[src/rtl/sqf_pkg.sv]
`timescale 1ns/1ps
package sqf_pkg;

  typedef enum logic [1:0] {
    ST_IDLE  = 2'd0,
    ST_PASS1 = 2'd1,
    ST_PASS2 = 2'd2,
    ST_DRAIN = 2'd3
  } sqf_state_e;

  function automatic int unsigned mulmod(int unsigned a, int unsigned b, int unsigned m);
    return (a * b) % m;
  endfunction

  function automatic int unsigned addmod(int unsigned a, int unsigned b, int unsigned m);
    int unsigned s;
    s = a + b;
    return (s >= m) ? s - m : s;
  endfunction

  function automatic int unsigned powmod(int unsigned base, int unsigned e, int unsigned m);
    int unsigned r;
    int unsigned b;
    r = 1 % m;
    b = base % m;
    for (int i = 0; i < 32; i++) begin
      if (e[i]) r = mulmod(r, b, m);
      b = mulmod(b, b, m);
    end
    return r;
  endfunction

endpackage

[src/rtl/sqf_coef.sv]
`timescale 1ns/1ps
module sqf_coef #(
  parameter int N    = 16,
  parameter int K    = 4,
  parameter int P    = 17,
  parameter int ROOT = 3,
  localparam int DW  = $clog2(P)
) (
  output logic [N-1:0][DW-1:0] u_fwd,
  output logic [N-1:0][DW-1:0] u_inv,
  output logic [K-1:0][DW-1:0] w_fwd,
  output logic [K-1:0][DW-1:0] w_inv,
  output logic [DW-1:0]        n_inv
);
  import sqf_pkg::*;

  localparam int unsigned UR   = powmod(32'(ROOT), 32'(N - 1), 32'(P));
  localparam int unsigned WR   = powmod(32'(ROOT), 32'(K), 32'(P));
  localparam int unsigned WRI  = powmod(UR, 32'(K), 32'(P));
  localparam int unsigned NINV = powmod(32'(N % P), 32'(P - 2), 32'(P));

  for (genvar e = 0; e < N; e++) begin : g_u
    assign u_fwd[e] = DW'(powmod(32'(ROOT), 32'(e), 32'(P)));
    assign u_inv[e] = DW'(powmod(UR, 32'(e), 32'(P)));
  end

  for (genvar e = 0; e < K; e++) begin : g_w
    assign w_fwd[e] = DW'(powmod(WR, 32'(e), 32'(P)));
    assign w_inv[e] = DW'(powmod(WRI, 32'(e), 32'(P)));
  end

  assign n_inv = DW'(NINV);
endmodule

[src/rtl/sqf_dot.sv]
`timescale 1ns/1ps
module sqf_dot #(
  parameter int K   = 4,
  parameter int P   = 17,
  localparam int DW = $clog2(P)
) (
  input  logic [K-1:0][DW-1:0] xs,
  input  logic [K-1:0][DW-1:0] ys,
  input  logic [DW-1:0]        scale,
  output logic [DW-1:0]        res
);
  import sqf_pkg::*;

  logic [DW-1:0] prod [K];
  logic [DW-1:0] acc  [K];

  for (genvar t = 0; t < K; t++) begin : g_lane
    assign prod[t] = DW'(mulmod(32'(xs[t]), 32'(ys[t]), 32'(P)));
    if (t == 0) begin : g_first
      assign acc[t] = prod[t];
    end else begin : g_chain
      assign acc[t] = DW'(addmod(32'(acc[t-1]), 32'(prod[t]), 32'(P)));
    end
  end

  assign res = DW'(mulmod(32'(acc[K-1]), 32'(scale), 32'(P)));
endmodule

[src/rtl/sqf_seq.sv]
`timescale 1ns/1ps
module sqf_seq #(
  parameter int N   = 16,
  localparam int IW = $clog2(N)
) (
  input  logic                clk,
  input  logic                rst_n,
  input  logic                start,
  output sqf_pkg::sqf_state_e state,
  output logic [IW-1:0]       idx,
  output logic                start_take
);
  import sqf_pkg::*;

  logic idx_last;

  assign idx_last   = (idx == IW'(N - 1));
  assign start_take = (state == ST_IDLE) && start;

  always_ff @(posedge clk) begin
    if (!rst_n) begin
      state <= ST_IDLE;
      idx   <= '0;
    end else begin
      case (state)
        ST_IDLE: begin
          idx <= '0;
          if (start) state <= ST_PASS1;
        end
        ST_PASS1: begin
          idx <= idx_last ? '0 : idx + 1'b1;
          if (idx_last) state <= ST_PASS2;
        end
        ST_PASS2: begin
          idx <= idx_last ? '0 : idx + 1'b1;
          if (idx_last) state <= ST_DRAIN;
        end
        default: begin
          idx <= idx_last ? '0 : idx + 1'b1;
          if (idx_last) state <= ST_IDLE;
        end
      endcase
    end
  end
endmodule

[src/rtl/sqf_ntt.sv]
`timescale 1ns/1ps
module sqf_ntt #(
  parameter int N    = 16,
  parameter int K    = 4,
  parameter int P    = 17,
  parameter int ROOT = 3,
  localparam int DW  = $clog2(P)
) (
  input  logic          clk,
  input  logic          rst_n,
  input  logic          ld_valid,
  input  logic [DW-1:0] ld_data,
  input  logic          start,
  input  logic          inverse,
  output logic          busy,
  output logic          out_valid,
  output logic [DW-1:0] out_data,
  output logic          done
);
  import sqf_pkg::*;

  localparam int IW = $clog2(N);
  localparam int KW = (K > 1) ? $clog2(K) : 1;

  sqf_state_e    state;
  logic [IW-1:0] idx;
  logic          start_take;
  logic          ld_take;
  logic          mode_q;
  logic [IW-1:0] ld_ptr;

  logic [DW-1:0] buf_a [N];
  logic [DW-1:0] buf_b [N];

  logic [N-1:0][DW-1:0] u_fwd, u_inv;
  logic [K-1:0][DW-1:0] w_fwd, w_inv;
  logic [DW-1:0]        n_inv;

  logic [K-1:0][DW-1:0] xs, ys;
  logic [DW-1:0]        scale;
  logic [DW-1:0]        dot_res;
  logic [KW-1:0]        row, col;
  logic                 pass1, pass2, col_gather;

  sqf_seq #(.N(N)) u_seq (
    .clk(clk), .rst_n(rst_n), .start(start),
    .state(state), .idx(idx), .start_take(start_take)
  );

  sqf_coef #(.N(N), .K(K), .P(P), .ROOT(ROOT)) u_coef (
    .u_fwd(u_fwd), .u_inv(u_inv), .w_fwd(w_fwd), .w_inv(w_inv), .n_inv(n_inv)
  );

  sqf_dot #(.K(K), .P(P)) u_dot (
    .xs(xs), .ys(ys), .scale(scale), .res(dot_res)
  );

  assign ld_take    = (state == ST_IDLE) && ld_valid;
  assign pass1      = (state == ST_PASS1);
  assign pass2      = (state == ST_PASS2);
  assign col_gather = (pass1 && !mode_q) || (pass2 && mode_q);
  assign row        = KW'(32'(idx) / K);
  assign col        = KW'(32'(idx) % K);

  always_comb begin
    int src;
    int ci;
    for (int t = 0; t < K; t++) begin
      if (col_gather) begin
        src = t * K + int'(col);
        ci  = (int'(row) * t) % K;
      end else begin
        src = int'(row) * K + t;
        ci  = (t * int'(col)) % K;
      end
      xs[t] = pass2 ? buf_b[IW'(src)] : buf_a[IW'(src)];
      ys[t] = mode_q ? w_inv[KW'(ci)] : w_fwd[KW'(ci)];
    end
    ci = (int'(row) * int'(col)) % N;
    if (pass1) scale = mode_q ? u_inv[IW'(ci)] : u_fwd[IW'(ci)];
    else       scale = mode_q ? n_inv : DW'(1);
  end

  always_ff @(posedge clk) begin
    if (!rst_n) begin
      mode_q <= 1'b0;
      ld_ptr <= '0;
    end else if (start_take) begin
      mode_q <= inverse;
      ld_ptr <= '0;
    end else if (ld_take) begin
      ld_ptr <= (ld_ptr == IW'(N - 1)) ? '0 : ld_ptr + 1'b1;
    end
  end

  always_ff @(posedge clk) begin
    if (ld_take)    buf_a[ld_ptr] <= DW'(32'(ld_data) % P);
    else if (pass2) buf_a[idx]    <= dot_res;
    if (pass1)      buf_b[idx]    <= dot_res;
  end

  assign busy      = (state != ST_IDLE);
  assign out_valid = (state == ST_DRAIN);
  assign out_data  = buf_a[idx];
  assign done      = out_valid && (idx == IW'(N - 1));
endmodule

[config.mk]
export PLATFORM = sky130hd
export DESIGN_NAME = sqf_ntt
export DESIGN_NICKNAME = d
export VERILOG_FILES = /design/src/rtl/sqf_pkg.sv /design/src/rtl/sqf_coef.sv /design/src/rtl/sqf_dot.sv /design/src/rtl/sqf_seq.sv /design/src/rtl/sqf_ntt.sv
export SDC_FILE = /design/constraint.sdc
export NUM_CORES = 1
export LEC_CHECK = 0
export ABC_AREA = 1
export BUFFER_PORTS_ARGS = -buffer_cell sky130_fd_sc_hd__buf_2
export CORE_MARGIN = 4
export CORE_UTILIZATION = 30
export CTS_BUF_LIST = sky130_fd_sc_hd__clkbuf_16
export CTS_CLUSTER_SIZE = 40
export DETAILED_ROUTE_END_ITERATION = 6
export PLACE_DENSITY = 0.51
export SLEW_MARGIN = 20
export SYNTH_ARGS = -nofsm -noshare
export SYNTH_HDL_FRONTEND = slang
export SYNTH_SLANG_ARGS = --single-unit
[constraint.sdc]
create_clock -name clk -period 48.3 [get_ports clk]
set_clock_uncertainty 0.15 [all_clocks]
set_input_delay 0 -clock clk [delete_from_list [all_inputs] [get_ports clk]]
set_output_delay 0 -clock clk [all_outputs]
set_load 0.005 [all_outputs]
Word-level counts from Yosys, hierarchy flattened:

Memories as Yosys holds them, arrays and structs flattened. A register that Yosys moved wholly into a read port is not among the register bits.
Index checks and enable logic that the tools add are counted.

* flip-flop bits (word level): 11
* bits in latches: 0
* bits in writable memories: 160
* memory bits (read-only): 160
* input port bits: 10
* output and inout port bits: 8
* logic and storage cells: 124
* memories kept: 4

Memories
* (no name shown): words 16, width 5, read ports 1, clocked after memory_dff 0, write ports 0, line sqf_ntt.sv:80 `if (pass1) scale = mode_q ? u_inv[IW'(ci)] : u_fwd[IW'(ci)];`
* (no name shown): words 16, width 5, read ports 1, clocked after memory_dff 0, write ports 0, line sqf_ntt.sv:80
* buf_a: words 16, width 5, read ports 5, clocked after memory_dff 1, write ports 1, line sqf_ntt.sv:32 `logic [DW-1:0] buf_a [N];`
* buf_b: words 16, width 5, read ports 4, clocked after memory_dff 0, write ports 1, line sqf_ntt.sv:33 `logic [DW-1:0] buf_b [N];`

* add/subtract/negate cells: 14
* multiply operators: 7
* divide/modulo/power cells: 6
* order comparisons: 7
* equal/unequal tests: 8
* shifts and indexed selects: 0
* multiplexer cells: 59
* bitwise operators: 1
* reductions and logical operators: 14

Operators by type and width (number)
* $mux 5: 30
* $mod 10x5->32 const B: 4
* $mod 5x5->32 const B: 2
* $bmux 5 s2: 6
* $mul 5x5->10: 4
* $mux 4: 7
* $add 5x5->6: 3
* $ge 6x5->1 const B: 3
* $sub 5x5->5 const B: 3
* $mux 2: 7
* $add 4x1->4 const B: 3
* $lt 2x4->1 const B: 3
* $add 4x2->4 const A: 2
* $add 4x2->4 const B: 2
* $eq 4x4->1 const B: 2
* $mux 1: 8
* $lt 4x6->1 const B: 1
* $pmux 2 s3: 1
* $logic_and 1x1->1: 5
* $reduce_or 5->1: 1
* $add 3x2->4 const A: 1
* $eq 2x2->1 const B: 2
* $mul 2x2->4: 1
* $ne 2x1->1 const B: 2
* other kinds (12): 13

Depth between registers and ports, before layout:

Gate-level depths: netlist (run 1).

* depth in word-level cells: 22
* gate-level depth with buffers: 159
* depth with buffers taken out: 152

By module:

Synthesis (run 1) repeated with hierarchy kept, for this count alone.

* cells, all modules: 4558
* area, all modules: 28952.8 um^2

By module, submodules not included
* sqf_dot: times used 1, cells an instance 2374, area each 13934.6 um^2, sequential area each 0.0 um^2
* sqf_ntt: times used 1, cells an instance 1939, area each 13165.1 um^2, sequential area each 4904.7 um^2
* sqf_coef: times used 1, cells an instance 207, area each 1546.5 um^2, sequential area each 0.0 um^2
* sqf_seq: times used 1, cells an instance 38, area each 306.5 um^2, sequential area each 120.1 um^2

Worst setup path after synthesis (run 1):

No wires, ideal clock.

* path type: register -> register
* from: register u_seq.state[0]
* to: memory buf_a[0][4] (netlist name) (data pin)
* setup time: 320 ps
* data arrival time: 22174 ps
* required time: 47830 ps
* slack: 25656 ps
* cell stages (with the launch flop): 136
* buffers on the path: 10
* period minus slack after synthesis: 22644 ps
* cell sequence: dfxtp_1 > inv_1 > ha_1 > buf_4 > inv_4 > nand2_4 > nand3_2 > buf_2 > buf_2 > clkbuf_1 > clkbuf_1 > clkbuf_1 > buf_1 > a211oi_1 > o311ai_0 > nand2_1 > inv_1 > nand2_1 > [100 not listed] > inv_1 > ha_1 > nand3_1 > nor2_1 > nand3_1 > nand3_1 > buf_6 > xor2_1 > inv_1 > ha_1 > inv_1 > nand4_1 > nand2_1 > nand3_1 > nand2_1 > nand2_1 > nand2_1 > nand2_1

* longest elaborated chain between the ends: 22
* elaborated cells on any way between the ends: 68
* classes of those cells: 6 x add/sub; 4 x mul; 5 x div; 3 x order compare; 2 x eq/ne; 40 x mux; 6 x reduce/logical; 2 x memory

RTL lines
* start, declared: line sqf_seq.sv:9 `output sqf_pkg::sqf_state_e state,`
* start signal, assigned: line sqf_seq.sv:22 `state <= ST_IDLE;`
* start signal, assigned: line sqf_seq.sv:28 `if (start) state <= ST_PASS1;`
* start signal, assigned: line sqf_seq.sv:32 `if (idx_last) state <= ST_PASS2;`
* branches (longest 19 deep; another with $mod 10x5->32)
* $mul 5x5->10 (*): line sqf_pkg.sv:12 `return (a * b) % m;`
* $mod 10x5->32 (*): line sqf_pkg.sv:12
* named net dot_res[4]: line sqf_ntt.sv:41 `logic [DW-1:0] dot_res;`
* $mux 5 (no line) (*)
* end, declared: line sqf_ntt.sv:32

Mark *: on every way through the listed nets, which the timed path passes. The select of a mux whose other input is x is not followed.

Final worst setup path (run 1):

* from: register mode_q
* to: memory buf_a[1][0] (netlist name) (data pin)

* longest elaborated chain between the ends: 22
* elaborated cells on any way between the ends: 63
* classes of those cells: 6 x add/sub; 4 x mul; 5 x div; 3 x order compare; 39 x mux; 4 x reduce/logical; 2 x memory

RTL lines
* start, declared: line sqf_ntt.sv:29 `logic mode_q;`
* start signal, assigned: line sqf_ntt.sv:89 `mode_q <= inverse;`
* branches (longest 19 deep; another with $mod 10x5->32)
* $mul 5x5->10 (*): line sqf_pkg.sv:12
* $mod 10x5->32 (*): line sqf_pkg.sv:12
* named net dot_res[0]: line sqf_ntt.sv:41
* $mux 5 (no line) (*)

Marked as above.

==> impl_metrics.ini, run 1 <==
[run_status]
outcome = completed

[global_routing]
grt_overflow_total = 0
grt_pass1_vias = 19200
grt_max_degree = 62
grt_first_pass_wirelength_um = 105000
grtUsageTotal_pct = 17.6
grt_antenna_before_repair = 0

[placed_design]
port_buffers = 17
place_congestion = 0.858
dpl.hpwl_um = 49200
pre_cts_ws_ns = 22.96
place_area_um2 = 21600

[logic_synthesis]
seq_area_frac_synth_pct = 24.2
yosys.area.top_type_share_pct = 23.1
syn_nets = 3294
synth_seq_cells = 171
syn_avg_cell_area_um2 = 6.65
synth_cell_types = 65
synth_area_leader_cell = edfxtp_1
synth_edf_count = 160
synth_most_common_cell = nand2_1
synth_area_um2 = 20800
yosys_warnings = 0
synthArstFlopShare_pct = 0
synth_commonest_cells = nand2_1 (798), inv_1 (425), nand3_1 (319), o21ai_0 (259), nor2_1 (243)
synth_cells = 3127
synthTopCellsByArea = edfxtp_1 (23%), nand2_1 (14%), ha_1 (8.1%), nand3_1 (7.7%), inv_1 (7.7%)
synth-main-ff-cell = edfxtp_1

[floorplanning]
io_pins = 18
die_h_um = 271
fp.coreArea_um2 = 68600
std_cell_rows = 96
dieArea_um2 = 73500
dieWidth_um = 271
initial_core_util_pct = 30.3

[drt]
drt-pass1-iter-count = 7
wl_per_cell_um = 16.4
wirelength_um = 65900
post_drt_via_cell_ratio = 5.05
drt_first_iter_violations = 1621
vias = 20300
ant_nets = 0
drc_errors = 0

[setup_path]
setup.worst_path.start = mode_q$_SDFFE_PN0P_
cp_common_cell = nand2_1
critical-path-slowest-cell = dfxtp_1
path_class = reg -> reg
max_stage_delay_ns = 0.80
crit_fanout = 61
critPathArrivalTime_ns = 25.44
r2r_setup_slack_ns = 22.78
r2r_start = mode_q$_SDFFE_PN0P_
startpoint_type = flip-flop
end_kind = flip-flop
crit_required_ns = 48.22

[timing]
fmax_ghz = 0.0392
rsz0062_at_grt = no
hold_viol_final = 0
period_needed_ns = 25.52
setup_tns_ns = 0
worst_slack_ns = 22.78
maxSlewViolCount = 0
worstMarginPinSlew_ns = 1.16
slew_headroom_pct = 21.9
setup_viol = 0
post-route-period-util_pct = 52.8

[final_layout]
final_net_count = 3244
design_area_um2 = 22200
drive_gt1_share_pct = 7.73
area.growth.synth_to_final_pct = 6.91
fin_util_pct = 32.4
n_antenna_cell = 0
nFillCells = 7537

[clock_tree]
cts_made_buffers = 17
cts_tree = built
root_buffer = clkbuf_16
post_cts_resized = 0
clock_sinks = 171
cts.clk_slew.worst_paths_ns = 0.07
clock_latency_ns = 0.45
cts_htree_levels = 4
clk_path_buf_depth = 2

[flow_run]
cap_viol_max_count = 0

[hold_path]
holdCritPathClass = in -> reg
hold_path_startpoint = rst_n
path summary, 6_finish.rpt:
kind / to / depth (start not counted)
setup / recovery: buf_a[1][0]$_DFFE_PP_ / 125
hold / removal: u_seq.state[1]$_SDFFE_PN0P_ / 4
setup reg to reg: buf_a[1][0]$_DFFE_PP_ / 125
hold reg to reg: ld_ptr[1]$_SDFFE_PP0P_ / 2
area by class of cell:
class                           count  area, um2  area share, %
Inverter                          457       1720           7.73
Sequential cell                   171       5030           22.6
Clock inverter                     13       76.3          0.344
Timing Repair Buffer               44        303           1.36
Tap cell                          931       1160           5.24
Clock buffer                       19        475           2.14
Multi-Input combinational cell   2386      13500           60.6
flip-flops by register name, indices dropped and copies added (netlist names):
| signal | flops |
|---|---|
| buf_a | 80 |
| ld_ptr | 4 |
| buf_b | 80 |
| u_seq.idx | 4 |
| u_seq.state | 2 |
| mode_q | 1 |
timing repair:
item | CTS | global route
endpoints found under the setup margin | 0 | 0
hold endpoints to repair | 11 | 0
buffers inserted | 0 | 0
hold buffers | 6 | 0
per-stage QoR:
| stage | instances | hold WS [ns] |
|---|---|---|
| after detailed placement | 3983 | 0.170 |
| after global placement | 3983 | 0.179 |
| after global routing | 4021 | 0.308 |
| after floorplan | 3127 | -0.0116 |
| final | 4021 | 0.256 |
| after CTS | 4021 | 0.239 |
placed cells by master, fill, tap and decap left out, types with 8 or more instances in the layout:
master,n
nand2_1,798
inv_1,429
nand3_1,319
o21ai_0,259
nor2_1,242
edfxtp_1,160
ha_1,135
nand4_1,104
a21oi_1,94
xor2_1,65
o211ai_1,59
xnor2_1,32
nand2_2,31
inv_2,28
o21ai_1,25
nand3_2,22
fa_1,22
nor2_2,21
buf_4,21
clkbuf_16,19
or2_2,17
buf_2,17
nor2_4,12
nor3_1,12
a31oi_1,10
nand3b_1,10
dfxtp_1,10
nand3_4,9
o311ai_0,9
o2111ai_1,8
cells by family after synthesis:
| family | after synthesis | share of synthesized area [%] |
|---|---|---|
| mux | 2 | 0.0963 |
| xor+xnor | 99 | 4.24 |
| simple gates | 1619 | 35.9 |
| compound gates | 509 | 14.2 |
| buf+inv | 570 | 11.1 |
| flops | 171 | 24.2 |
| fa+ha+maj | 157 | 10.2 |
critical path: cells and delay by family (launching register included):
kind                     cells  cell delay [ns]
AND/OR/NAND/NOR             58             9.86
AO/OA/AOI/OAI               20             3.12
XOR/XNOR                    10             2.58
adder cells (fa/ha/maj)     20             6.24
buffers and inverters       17             2.28
flip-flops                   1             0.80
routing by layer:
metal	global-route usage, %	share of wire (%)	vias up
met5	0	0	-
met4	3.94	1.6	0
met2	30.2	47	541
met3	2.30	5.5	75
met1	23.6	46	9402
li1	-	-	10300
Power of run 1 is not shown: default switching activity piles up to over one toggle a cycle in this logic, so the estimate is an artifact.
==> inputs of run 2 (changes only) <==
Settings changed: PLACE_DENSITY 0.51 to 0.52.
Clock period 48.3 ns to 23 ns, I/O delays scaled along.
==> impl_metrics.ini, run 2 (same netlist as run 1, synthesis figures left out) <==
[placed_design]
port_buffers = 17
place_congestion = 0.874
dp.cells = 4036
dpl.hpwl_um = 51500

[setup_path]
critPathArrivalTime_ns = 21.52
end_kind = flip-flop
critical-path-slowest-cell = fa_1
setup.worst_path.start = u_seq.state[1]$_SDFFE_PN0P_
cp_common_cell = nand2_1
crit_required_ns = 23.02
path_class = reg -> reg
r2r_start = u_seq.state[1]$_SDFFE_PN0P_
max_stage_delay_ns = 0.61
crit_fanout = 24
startpoint_type = flip-flop

[drt]
drt_first_iter_violations = 1989
post_drt_via_cell_ratio = 5.04
drt-pass1-iter-count = 6
ant_nets = 0
drc_errors = 0
wirelength_um = 67700
wl_per_cell_um = 16.4
vias = 20800

[run_status]
outcome = completed

[final_layout]
area.growth.synth_to_final_pct = 14.5
reg_top3 = buf_a: 80 flops, buf_b: 80 flops
drive_gt1_share_pct = 13.4
fin_util_pct = 34.7
layout_commonest_cell = nand2_1
final_net_count = 3349
n_antenna_cell = 0
nFillCells = 7401
layout.cells.non_filler = 4126
final_cell_mix = nand2_1 (767), inv_1 (422), nand3_1 (310)

[hold_path]
hold_path_startpoint = ld_data[3]
holdCritPathClass = in -> reg

[global_routing]
grt_overflow_total = 0
grt_first_pass_wirelength_um = 105000
grt_pass1_vias = 19100
grtUsageTotal_pct = 17.6
grt_antenna_before_repair = 0
grt_max_degree = 61

[clock_tree]
cts_tree = built
root_buffer = clkbuf_16
cts_htree_levels = 4
clock_sinks = 171
clk_path_buf_depth = 2
cts_made_buffers = 17
cts.clk_slew.worst_paths_ns = 0.07
clock_latency_ns = 0.46

[floorplanning]
std_cell_rows = 96
fp.coreArea_um2 = 68600
dieArea_um2 = 73500
dieWidth_um = 271
die_h_um = 271
io_pins = 18
initial_core_util_pct = 30.3

[timing]
setup_viol = 0
setup_tns_ns = 0
period_needed_ns = 21.51
slew_headroom_pct = 39.6
fmax_ghz = 0.0465
hold_viol_final = 0
post-route-period-util_pct = 93.5
worstMarginPinSlew_ns = 0.903
maxSlewViolCount = 0
hold_ws_ns = 0.0150

[flow_run]
cap_viol_max_count = 0
[run 2: cell count changes in the layout (fill, tap and decap cells not counted), sizes merged]
cell         change
clkbuf           +2
clkinv           +1
nand2            +2
nand3            +2
buf             +95
inv              +1
dlygate4sd3      +2
[run 2: worst paths after layout]
| check | end | slack (ns) | depth (start not counted) |
|---|---|---|---|
| max | buf_a[4][0]$_DFFE_PP_ | 1.49 | 130 |
| min reg2reg | ld_ptr[0]$_SDFFE_PP0P_ | 0.36 | 2 |
| min | buf_a[8][3]$_DFFE_PP_ | 0.01 | 4 |
| max reg2reg | buf_a[4][0]$_DFFE_PP_ | 1.49 | 130 |
[run 2: area by class of cell]
class	count	area, um2	area share, %
clock buffers	17	425	1.79
multi-input cells	2390	14000	58.8
flip-flops and latches	171	5030	21.1
clock inverters	15	171	0.720
inverters	457	1720	7.24
well taps	931	1160	4.89
repair buffers	145	1290	5.40
[run 2: worst max-delay path, delay by kind of cell, from the launching register on]
kind	cells	cell delay, ns
AOI/OAI and AO/OA	13	1.95
buffers and inverters	18	1.89
DFF	1	0.33
and+or+nand+nor	69	8.37
adders and majority gates	22	6.90
xor gates and xnor gates	8	1.54
[run 2: what timing repair did]
| item | 4_1_cts | 5_1_grt |
|---|---|---|
| buffers inserted | 1 | 41 |
| resized for setup | 14 | 135 |
| hold buffers | 8 | 0 |
| endpoints found under the setup margin | 155 | 160 |
| endpoints found under the hold margin | 11 | 0 |
| gates cloned | 1 | 7 |
| pin swaps | 1 | 52 |
[run 2: stage by stage]
step	instance area [um2]	setup WS, ns
after floorplan	20800	0.356
after global placement	22100	-0.189
after detailed placement	22100	-0.511
after CTS	22800	0.00913
after global routing	23800	-0.203
final	23800	1.49
[run 2: per-layer routing]
layer  share of wire, %  global-route usage, %
met1                 47                   24.8
met2                 46                   29.4
met3                4.8                   1.48
met4                1.9                   3.82
met5                  0                      0
Power of run 2 is left out for the same reason.
